$ cat config.mk
export PLATFORM = sky130hd
export DESIGN_NAME = twi_regfile
export DESIGN_NICKNAME = d
export VERILOG_FILES = /design/src/rtl/twi_regfile_pkg.sv /design/src/rtl/twi_glitch_filter.sv /design/src/rtl/twi_regfile_ctrl.sv /design/src/rtl/twi_regfile_dp.sv /design/src/rtl/twi_regfile.sv
export SDC_FILE = /design/constraint.sdc
export NUM_CORES = 1
export LEC_CHECK = 0
export BUFFER_PORTS_ARGS = -buffer_cell sky130_fd_sc_hd__clkbuf_2
export CAP_MARGIN = 20
export CORE_MARGIN = 2
export CORE_UTILIZATION = 58
export DETAILED_ROUTE_END_ITERATION = 8
export HOLD_SLACK_MARGIN = 0.08
export PLACE_DENSITY = 0.85
export SLEW_MARGIN = 40
export SYNTH_ARGS = -nofsm -noshare
export SYNTH_HDL_FRONTEND = slang
export SYNTH_SLANG_ARGS = --single-unit
$ cat constraint.sdc
create_clock -name clk -period 3.75 [get_ports clk]
set_input_delay 0.375 -clock clk [delete_from_list [all_inputs] [get_ports clk]]
set_output_delay 0.375 -clock clk [all_outputs]
set_load 0.02 [all_outputs]
$ cat src/rtl/twi_regfile_pkg.sv
package twi_regfile_pkg;

  localparam int BYTE_W = 8;

  typedef enum logic [2:0] {
    ST_IDLE,
    ST_ADDR,
    ST_ADDR_ACK,
    ST_SUB,
    ST_SUB_ACK,
    ST_DATA,
    ST_DATA_ACK,
    ST_SKIP
  } twiState_e;

  // strobes from the control FSM to the datapath
  typedef struct packed {
    logic shiftBit;
    logic clrBits;
    logic latchSub;
    logic writeReg;
  } dpStrobe_t;

endpackage

$ cat src/rtl/twi_glitch_filter.sv
module twi_glitch_filter #(
  parameter int unsigned CYCLES      = 5,
  parameter logic        RESET_LEVEL = 1'b1
) (
  input  logic clk,
  input  logic rst,
  input  logic rawIn,
  output logic cleanOut
);

  localparam int CNT_W = $clog2(CYCLES + 1);

  logic [1:0]       syncQ;
  logic [CNT_W-1:0] holdCnt;

  always_ff @(posedge clk) begin
    if (rst) begin
      syncQ    <= {2{RESET_LEVEL}};
      cleanOut <= RESET_LEVEL;
      holdCnt  <= '0;
    end else begin
      syncQ <= {syncQ[0], rawIn};
      if (syncQ[1] == cleanOut) begin
        holdCnt <= '0;
      end else if (holdCnt == CNT_W'(CYCLES - 1)) begin
        cleanOut <= syncQ[1];
        holdCnt  <= '0;
      end else begin
        holdCnt <= holdCnt + 1'b1;
      end
    end
  end

endmodule

$ cat src/rtl/twi_regfile_ctrl.sv
module twi_regfile_ctrl
  import twi_regfile_pkg::*;
(
  input  logic      clk,
  input  logic      rst,
  input  logic      sclF,
  input  logic      sdaF,
  input  logic      byteDone,
  input  logic      addrHit,
  output dpStrobe_t dpCtl,
  output logic      sdaOe,
  output logic      stopSeen
);

  twiState_e state, stateNext;
  logic sclPrev, sdaPrev;
  logic sclRise, sclFall, startCond, stopCond;

  always_ff @(posedge clk) begin
    if (rst) begin
      sclPrev <= 1'b1;
      sdaPrev <= 1'b1;
    end else begin
      sclPrev <= sclF;
      sdaPrev <= sdaF;
    end
  end

  assign sclRise   = sclF & ~sclPrev;
  assign sclFall   = ~sclF & sclPrev;
  assign startCond = sclF & sclPrev & sdaPrev & ~sdaF;
  assign stopCond  = sclF & sclPrev & ~sdaPrev & sdaF;
  assign stopSeen  = stopCond;

  always_comb begin
    stateNext = state;
    dpCtl     = '0;
    if (startCond) begin
      stateNext     = ST_ADDR;
      dpCtl.clrBits = 1'b1;
    end else if (stopCond) begin
      stateNext = ST_IDLE;
    end else begin
      unique case (state)
        ST_ADDR: begin
          dpCtl.shiftBit = sclRise;
          if (sclFall && byteDone) stateNext = addrHit ? ST_ADDR_ACK : ST_SKIP;
        end
        ST_ADDR_ACK: begin
          if (sclFall) begin
            stateNext     = ST_SUB;
            dpCtl.clrBits = 1'b1;
          end
        end
        ST_SUB: begin
          dpCtl.shiftBit = sclRise;
          if (sclFall && byteDone) begin
            stateNext      = ST_SUB_ACK;
            dpCtl.latchSub = 1'b1;
          end
        end
        ST_SUB_ACK: begin
          if (sclFall) begin
            stateNext     = ST_DATA;
            dpCtl.clrBits = 1'b1;
          end
        end
        ST_DATA: begin
          dpCtl.shiftBit = sclRise;
          if (sclFall && byteDone) begin
            stateNext      = ST_DATA_ACK;
            dpCtl.writeReg = 1'b1;
          end
        end
        ST_DATA_ACK: begin
          if (sclFall) stateNext = ST_SKIP;
        end
        default: stateNext = state;
      endcase
    end
  end

  always_ff @(posedge clk) begin
    if (rst) begin
      state <= ST_IDLE;
      sdaOe <= 1'b0;
    end else begin
      state <= stateNext;
      sdaOe <= (stateNext == ST_ADDR_ACK) || (stateNext == ST_SUB_ACK) ||
               (stateNext == ST_DATA_ACK);
    end
  end

endmodule

$ cat src/rtl/twi_regfile_dp.sv
module twi_regfile_dp
  import twi_regfile_pkg::*;
#(
  parameter int unsigned  NUM_REGS  = 24,
  parameter logic [6:0]   DEV_ADDR  = 7'h46,
  parameter logic [7:0]   RESET_VAL = 8'h00
) (
  input  logic                       clk,
  input  logic                       rst,
  input  logic                       sdaF,
  input  dpStrobe_t                  dpCtl,
  output logic                       byteDone,
  output logic                       addrHit,
  output logic [NUM_REGS*BYTE_W-1:0] regsOut
);

  localparam int SUB_BITS = (NUM_REGS > 1) ? $clog2(NUM_REGS) : 1;

  logic [BYTE_W-1:0]   shiftQ;
  logic [3:0]          bitCnt;
  logic [SUB_BITS-1:0] subIdx;

  always_ff @(posedge clk) begin
    if (rst) begin
      shiftQ <= '0;
      bitCnt <= '0;
      subIdx <= '0;
    end else begin
      if (dpCtl.clrBits) begin
        bitCnt <= '0;
      end else if (dpCtl.shiftBit) begin
        shiftQ <= {shiftQ[BYTE_W-2:0], sdaF};
        bitCnt <= bitCnt + 1'b1;
      end
      if (dpCtl.latchSub) subIdx <= shiftQ[SUB_BITS-1:0];
    end
  end

  assign byteDone = (bitCnt == 4'(BYTE_W));
  assign addrHit  = (shiftQ == {DEV_ADDR, 1'b0});

  for (genvar i = 0; i < NUM_REGS; i++) begin : g_reg
    logic [BYTE_W-1:0] regQ;
    always_ff @(posedge clk) begin
      if (rst)                                           regQ <= RESET_VAL;
      else if (dpCtl.writeReg && subIdx == SUB_BITS'(i)) regQ <= shiftQ;
    end
    assign regsOut[i*BYTE_W +: BYTE_W] = regQ;
  end

endmodule

$ cat src/rtl/twi_regfile.sv
module twi_regfile
  import twi_regfile_pkg::*;
#(
  parameter int unsigned NUM_REGS    = 24,
  parameter int unsigned FILT_CYCLES = 5,
  parameter logic [6:0]  DEV_ADDR    = 7'h46,
  parameter logic [7:0]  RESET_VAL   = 8'h00
) (
  input  logic                       clk,
  input  logic                       rst,
  input  logic                       sclIn,
  input  logic                       sdaIn,
  output logic                       sdaOe,
  output logic [NUM_REGS*BYTE_W-1:0] regsOut
);

  logic      sclClean, sdaClean;
  logic      byteDone, addrHit, stopSeen;
  dpStrobe_t dpCtl;

  twi_glitch_filter #(.CYCLES(FILT_CYCLES), .RESET_LEVEL(1'b1)) u_sclFilt (
    .clk(clk), .rst(rst), .rawIn(sclIn), .cleanOut(sclClean)
  );

  twi_glitch_filter #(.CYCLES(FILT_CYCLES), .RESET_LEVEL(1'b1)) u_sdaFilt (
    .clk(clk), .rst(rst), .rawIn(sdaIn), .cleanOut(sdaClean)
  );

  twi_regfile_ctrl u_ctrl (
    .clk(clk), .rst(rst), .sclF(sclClean), .sdaF(sdaClean),
    .byteDone(byteDone), .addrHit(addrHit), .dpCtl(dpCtl),
    .sdaOe(sdaOe), .stopSeen(stopSeen)
  );

  twi_regfile_dp #(.NUM_REGS(NUM_REGS), .DEV_ADDR(DEV_ADDR), .RESET_VAL(RESET_VAL)) u_dp (
    .clk(clk), .rst(rst), .sdaF(sdaClean), .dpCtl(dpCtl),
    .byteDone(byteDone), .addrHit(addrHit), .regsOut(regsOut)
  );

endmodule

; Yosys cells after proc, flatten, opt, wreduce, memory -nomap -nowiden
; Index checks and enable logic that the tools add are counted.
[op_classes]
n_reduce_logical = 36
addsub = 3
bitwise = 14
eq_ne = 38
n_mux = 20
[op_table]
columns = op, n
row1 = "5-bit by 4-bit equality test with 1-bit output, second input constant", 8
row2 = "5-bit equality test, second input constant", 8
row3 = 3-bit 2-to-1 mux, 9
row4 = 1-bit logical AND, 25
row5 = "3-bit equality test, second input constant", 7
row6 = "5-bit by 3-bit equality test with 1-bit output, second input constant", 4
row7 = 3-bit case mux with 6 select lines, 1
row8 = "5-bit by 2-bit equality test with 1-bit output, second input constant", 2
row9 = "3-bit by 2-bit equality test with 1-bit output, second input constant", 3
row10 = 3-bit OR reduction, 3
row11 = "8-bit equality test, second input constant", 1
row12 = 1-bit 2-to-1 mux, 8
row13 = 1-bit AND, 7
row14 = 1-bit inverter, 7
row15 = "3-bit by 1-bit adder with 3-bit output, second input constant", 2
row16 = 2-bit AND reduction, 3
row17 = "5-bit by 1-bit equality test with 1-bit output, second input constant", 1
row18 = 5-bit zero test, 1
row19 = "4-bit by 1-bit adder with 4-bit output, second input constant", 1
row20 = "4-bit equality test, second input constant", 1
row21 = 4-bit 2-to-1 mux, 1
row22 = 2-bit OR reduction, 2
row23 = "3-bit by 1-bit equality test with 1-bit output, second input constant", 1
row24 = 1-bit equality test, 2
row25 = 2 further kinds, 3
[word_totals]
register_bits = 227
in_bits = 4

; Longest topological paths before layout
[logic_depth]
word_depth = 10
mapped_depth = 8
depth_no_buf = 6

; Hierarchy
; A second synthesis with hierarchy kept.
[hier_totals]
hier_cells = 831
area_unflattened_um2 = 9027.4
[by_module_without_submodules]
columns = mod, seq_area_each_um2, cells_per_inst, area_each_um2, instances
row1 = twi_regfile_dp, 4184.0, 748, 8201.6, 1
row2 = twi_glitch_filter, 120.1, 21, 242.7, 2
row3 = twi_regfile_ctrl, 120.1, 41, 340.3, 1

; Worst setup path after synthesis
; Ideal clock, no wire load.
[synth_timing]
path_kind = reg2reg
startpoint = reg u_dp.bitCnt[0]
endpoint = reg u_dp.g_reg[14].regQ[0]
setup_ps = 128
path_slack_ps = 1912
n_path_buf = 1
required_ps = 3622
period_less_slack_ps = 1838
t_arrival_ps = 1710
path_stages_with_launch = 8
path_cell_list = dfxtp_1 inv_1 ha_1 and3b_1 clkbuf_1 nand4_1 mux2i_1 nor2_1
[synth_between]
elab_chain_len = 7
[synth_lines]
columns = element, line_no
row1 = from (decl), twi_regfile_dp.sv:20  ; logic [3:0] bitCnt;
row2 = from (signal assigned), twi_regfile_dp.sv:33  ; bitCnt <= bitCnt + 1'b1;
row3 = 4-bit equality test, twi_regfile_dp.sv:39  ; assign byteDone = (bitCnt == 4'(BYTE_W));
row4 = 1-bit logical AND, twi_regfile_ctrl.sv:70  ; if (sclFall && byteDone) begin
row5 = 1-bit 2-to-1 mux, twi_regfile_ctrl.sv:70
row6 = 1-bit 2-to-1 mux, twi_regfile_ctrl.sv:44  ; unique case (state)
row7 = 4-bit 2-to-1 mux, twi_regfile_ctrl.sv:41  ; end else if (stopCond) begin
row8 = 2-bit 2-to-1 mux, twi_regfile_ctrl.sv:38  ; if (startCond) begin
row9 = 1-bit logical AND, twi_regfile_dp.sv:46  ; else if (dpCtl.writeReg && subIdx == SUB_BITS'(i)) regQ <= shiftQ;
row10 = to (signal assigned), twi_regfile_dp.sv:46
row11 = to (decl), twi_regfile_dp.sv:43  ; logic [BYTE_W-1:0] regQ;
; No other way between the ends.
; A chain may end at the register's enable or synchronous reset.

; Worst setup path after layout
[layout_timing]
startpoint = reg u_dp.bitCnt[0]
endpoint = reg u_dp.g_reg[20].regQ[4]
[layout_between]
elab_chain_len = 7
[layout_lines]
columns = element, line_no
row1 = 4-bit equality test, twi_regfile_dp.sv:39
row2 = 1-bit logical AND, twi_regfile_ctrl.sv:70
row3 = 1-bit 2-to-1 mux, twi_regfile_ctrl.sv:70
row4 = 1-bit 2-to-1 mux, twi_regfile_ctrl.sv:44
row5 = 4-bit 2-to-1 mux, twi_regfile_ctrl.sv:41
row6 = 2-bit 2-to-1 mux, twi_regfile_ctrl.sv:38
row7 = 1-bit logical AND, twi_regfile_dp.sv:46
row8 = to (signal assigned), twi_regfile_dp.sv:46
row9 = to (decl), twi_regfile_dp.sv:43
; No other way between the ends.

==> impl_metrics.env <==
export IMPL_outcome="finished, final reports clean"
export IMPL_synth_mux_area_frac=0.2299
export IMPL_routed_wl_met2_um=9747
export IMPL_worstMarginPinSlew_ns=0.8507
export IMPL_cpPeakStageDelay_ns=0.58
export IMPL_finalSetupTns_ns=0
export IMPL_layout_common_cells="227 x dfxtp_1, 199 x mux2i_1, 195 x clkbuf_2"
export IMPL_antennaDiodeCount=0
export IMPL_via_per_inst=5.512
export IMPL_synth_top_family_by_area="multiplexers"
export IMPL_highest_layer="met4"
export IMPL_setup_worst_path_start_class="flip-flop"
export IMPL_antenna_found_initial=0
export IMPL_cp_max_fo=8
export IMPL_cts_tree="done"
export IMPL_synth_edf_count=0
export IMPL_syn_avg_cell_area_um2=10.19
export IMPL_cts_setup_buffers=0
export IMPL_final_common_cell="dfxtp_1"
export IMPL_place_area_um2=9672
export IMPL_fin_skew_ns=0.006895
export IMPL_grtUsageTotal=0.2539
export IMPL_max_cap_viol_count=0
export IMPL_place_gp_congestion=0.8984
export IMPL_ys_ff_latch=227
export IMPL_cp_cell_sequence="inv_1 -> ha_1 -> nand3b_2 -> nor2_1 -> and4_1 -> mux2i_1"
export IMPL_yosys_warnings=0
export IMPL_layout_drive_gt1_share=0.2578
export IMPL_timing_final_max_slew_violations=0
export IMPL_dpl_hpwl_um=13540
export IMPL_postCtsHoldBufs=2
export IMPL_reg2reg_from="u_dp.bitCnt[0]$_SDFFE_PP0P_"
export IMPL_power_uw=4635
export IMPL_synth_xor_area_share=0.007076
export IMPL_syn_area_um2=8665
export IMPL_p_leak_uw=0.005223
export IMPL_crit_slowest_cell="and4_1"
export IMPL_syn_num_nets=860
export IMPL_setup_viol=0
export IMPL_wl_um=20850
export IMPL_slew_headroom=0.4315
export IMPL_grt_pass1_vias=6441
export IMPL_start_util=0.5939
export IMPL_vias=6681
export IMPL_antenna_left=0
export IMPL_wire_per_inst_um=17.20
export IMPL_grt_pass1_wl_um=33280
export IMPL_core_area_um2=14590
export IMPL_synth_fa_ha_area_frac=0.008664
export IMPL_cts_sinks=227
export IMPL_synth_compound_area_frac=0.01242
export IMPL_drc_errors=0
export IMPL_p_per_area_nw_per_um2=445.1
export IMPL_critPathKind="reg -> reg"
export IMPL_required_ns=4.15
export IMPL_r2r_slack_ns=1.51
export IMPL_holdPathStages=1
export IMPL_dieArea_um2=15930
export IMPL_rsz0062_at_grt="no"
export IMPL_cts_root_buffer="clkbuf_16"
export IMPL_cts_resized=0
export IMPL_std_cell_rows=44
export IMPL_drtIter0Drc=418
export IMPL_path_clk_slew_ns=0.06
export IMPL_min_from="u_sdaFilt.syncQ[0]$_SDFF_PP1_"
export IMPL_setup_slack_ns=1.512
export IMPL_async_flop_share=0
export IMPL_finalCritPeriodShare=0.5969
export IMPL_grt_max_degree=97
export IMPL_r2r_cells=6
export IMPL_layout_nets=1024
export IMPL_ys_flop_type="dfxtp_1"
export IMPL_max_freq_mhz=446.8
export IMPL_port_buffers=196
export IMPL_pre_cts_slack_ns=1.624
export IMPL_drt_first_pass_iters=5
export IMPL_die_h_um=126.2
export IMPL_pin_count=197
export IMPL_hp_class="reg -> reg"
export IMPL_synth_cell_types=42
export IMPL_finalInstanceArea_um2=10410
export IMPL_clk_latency_ns=0.49
export IMPL_hold_violations=0
export IMPL_cts_buffers=22
export IMPL_syn2layout_area_growth_pct=20.17
export IMPL_fin_crit_ns=2.238
export IMPL_met1_length_um=8982
export IMPL_critPathCaptureType="flip-flop"
export IMPL_fin_hold_ws_ns=0.4081
export IMPL_htreeDepth=1
export IMPL_cp_arrival_ns=2.64
export IMPL_synth_cells=850
export IMPL_gr_total_overflow=0
export IMPL_yosysSeqAreaShare=0.5245
export IMPL_irDropWorstVdd_v=0.0002851
export IMPL_synth_simple_gate_area_share=0.1853
export IMPL_worstSetupStartpoint="u_dp.bitCnt[0]$_SDFFE_PP0P_"
export IMPL_met3WireLength_um=1727
export IMPL_cts_path_max_buffers=3
export IMPL_die_w_um=126.2
cell usage after synthesis, types with 6 or more instances:
library cell / n / area share
ha_1: 6 / 0.0087
dfxtp_1: 227 / 0.52
nand4_2: 9 / 0.013
a21oi_1: 11 / 0.0064
or2_2: 6 / 0.0043
clkbuf_1: 49 / 0.021
nand3_1: 15 / 0.0087
nand2_1: 146 / 0.063
nand3_2: 8 / 0.0092
mux2i_1: 199 / 0.23
buf_2: 10 / 0.0058
nor2_1: 88 / 0.038
inv_1: 9 / 0.0039
and3_1: 7 / 0.0051
logic make-up (layout without fill, tap and decap cells):
logic type,Yosys count,after routing
and+or+nand+nor,322,322
muxes,199,199
buffers and inverters,71,249
DFF,227,227
AOI/OAI and AO/OA,18,18
xor gates and xnor gates,7,7
adders and majority gates,6,6
where the power goes:
group	leakage (uW)	total (uW)	internal (uW)	switching (uW)
registers	0.00183	2410	2410	1.10
clock network	0.000352	2170	1290	884
logic	0.00304	48.9	8.46	40.4
critical path, delay by kind of cell, from the launching register on:
kind	cells	cell delay, ns
buffers and inverters	1	0.08
adder cells (fa/ha/maj)	1	0.19
multiplexers	1	0.24
flip-flops	1	0.32
AND/OR/NAND/NOR	3	1.31
flip-flops by register name (all words and copies together), names as in the netlist, 2 cells and up:
signal	count
u_dp.g.regQ	192
u_dp.shiftQ	8
u_dp.subIdx	5
u_dp.bitCnt	4
u_ctrl.state	3
u_sclFilt.holdCnt	3
u_sdaFilt.holdCnt	3
u_sclFilt.syncQ	2
u_sdaFilt.syncQ	2
through the flow:
step                      cells  utilization
final                      1212       0.7137
after global placement     1172       0.6627
after detailed placement   1172       0.6630
after CTS                  1212       0.7131
after floorplan             850            -
after global routing       1212       0.7137
path summary, 6_finish.rpt:
check | end
setup / recovery | u_dp.g_reg[20].regQ[4]$_SDFFE_PP0P_
hold reg to reg | u_sdaFilt.syncQ[1]$_SDFF_PP1_
setup reg to reg | u_dp.g_reg[20].regQ[4]$_SDFFE_PP0P_
hold / removal | u_sdaFilt.syncQ[1]$_SDFF_PP1_
routing by layer:
layer,track usage,up-vias
li1,-,3192
met3,0.06245,30
met5,0,-
met1,0.3322,3197
met2,0.4250,262
met4,0.06270,0
cell type report:
class,count,area [um2]
timing repair buffer,202,1035
clock inverter,4,45.04
sequential,227,4544
inverter,9,35.03
fill,1081,4177
multi-input combinational,552,3856
clock buffer,34,666.9
tap,184,230.2
Power figures use the tool's default switching activity.
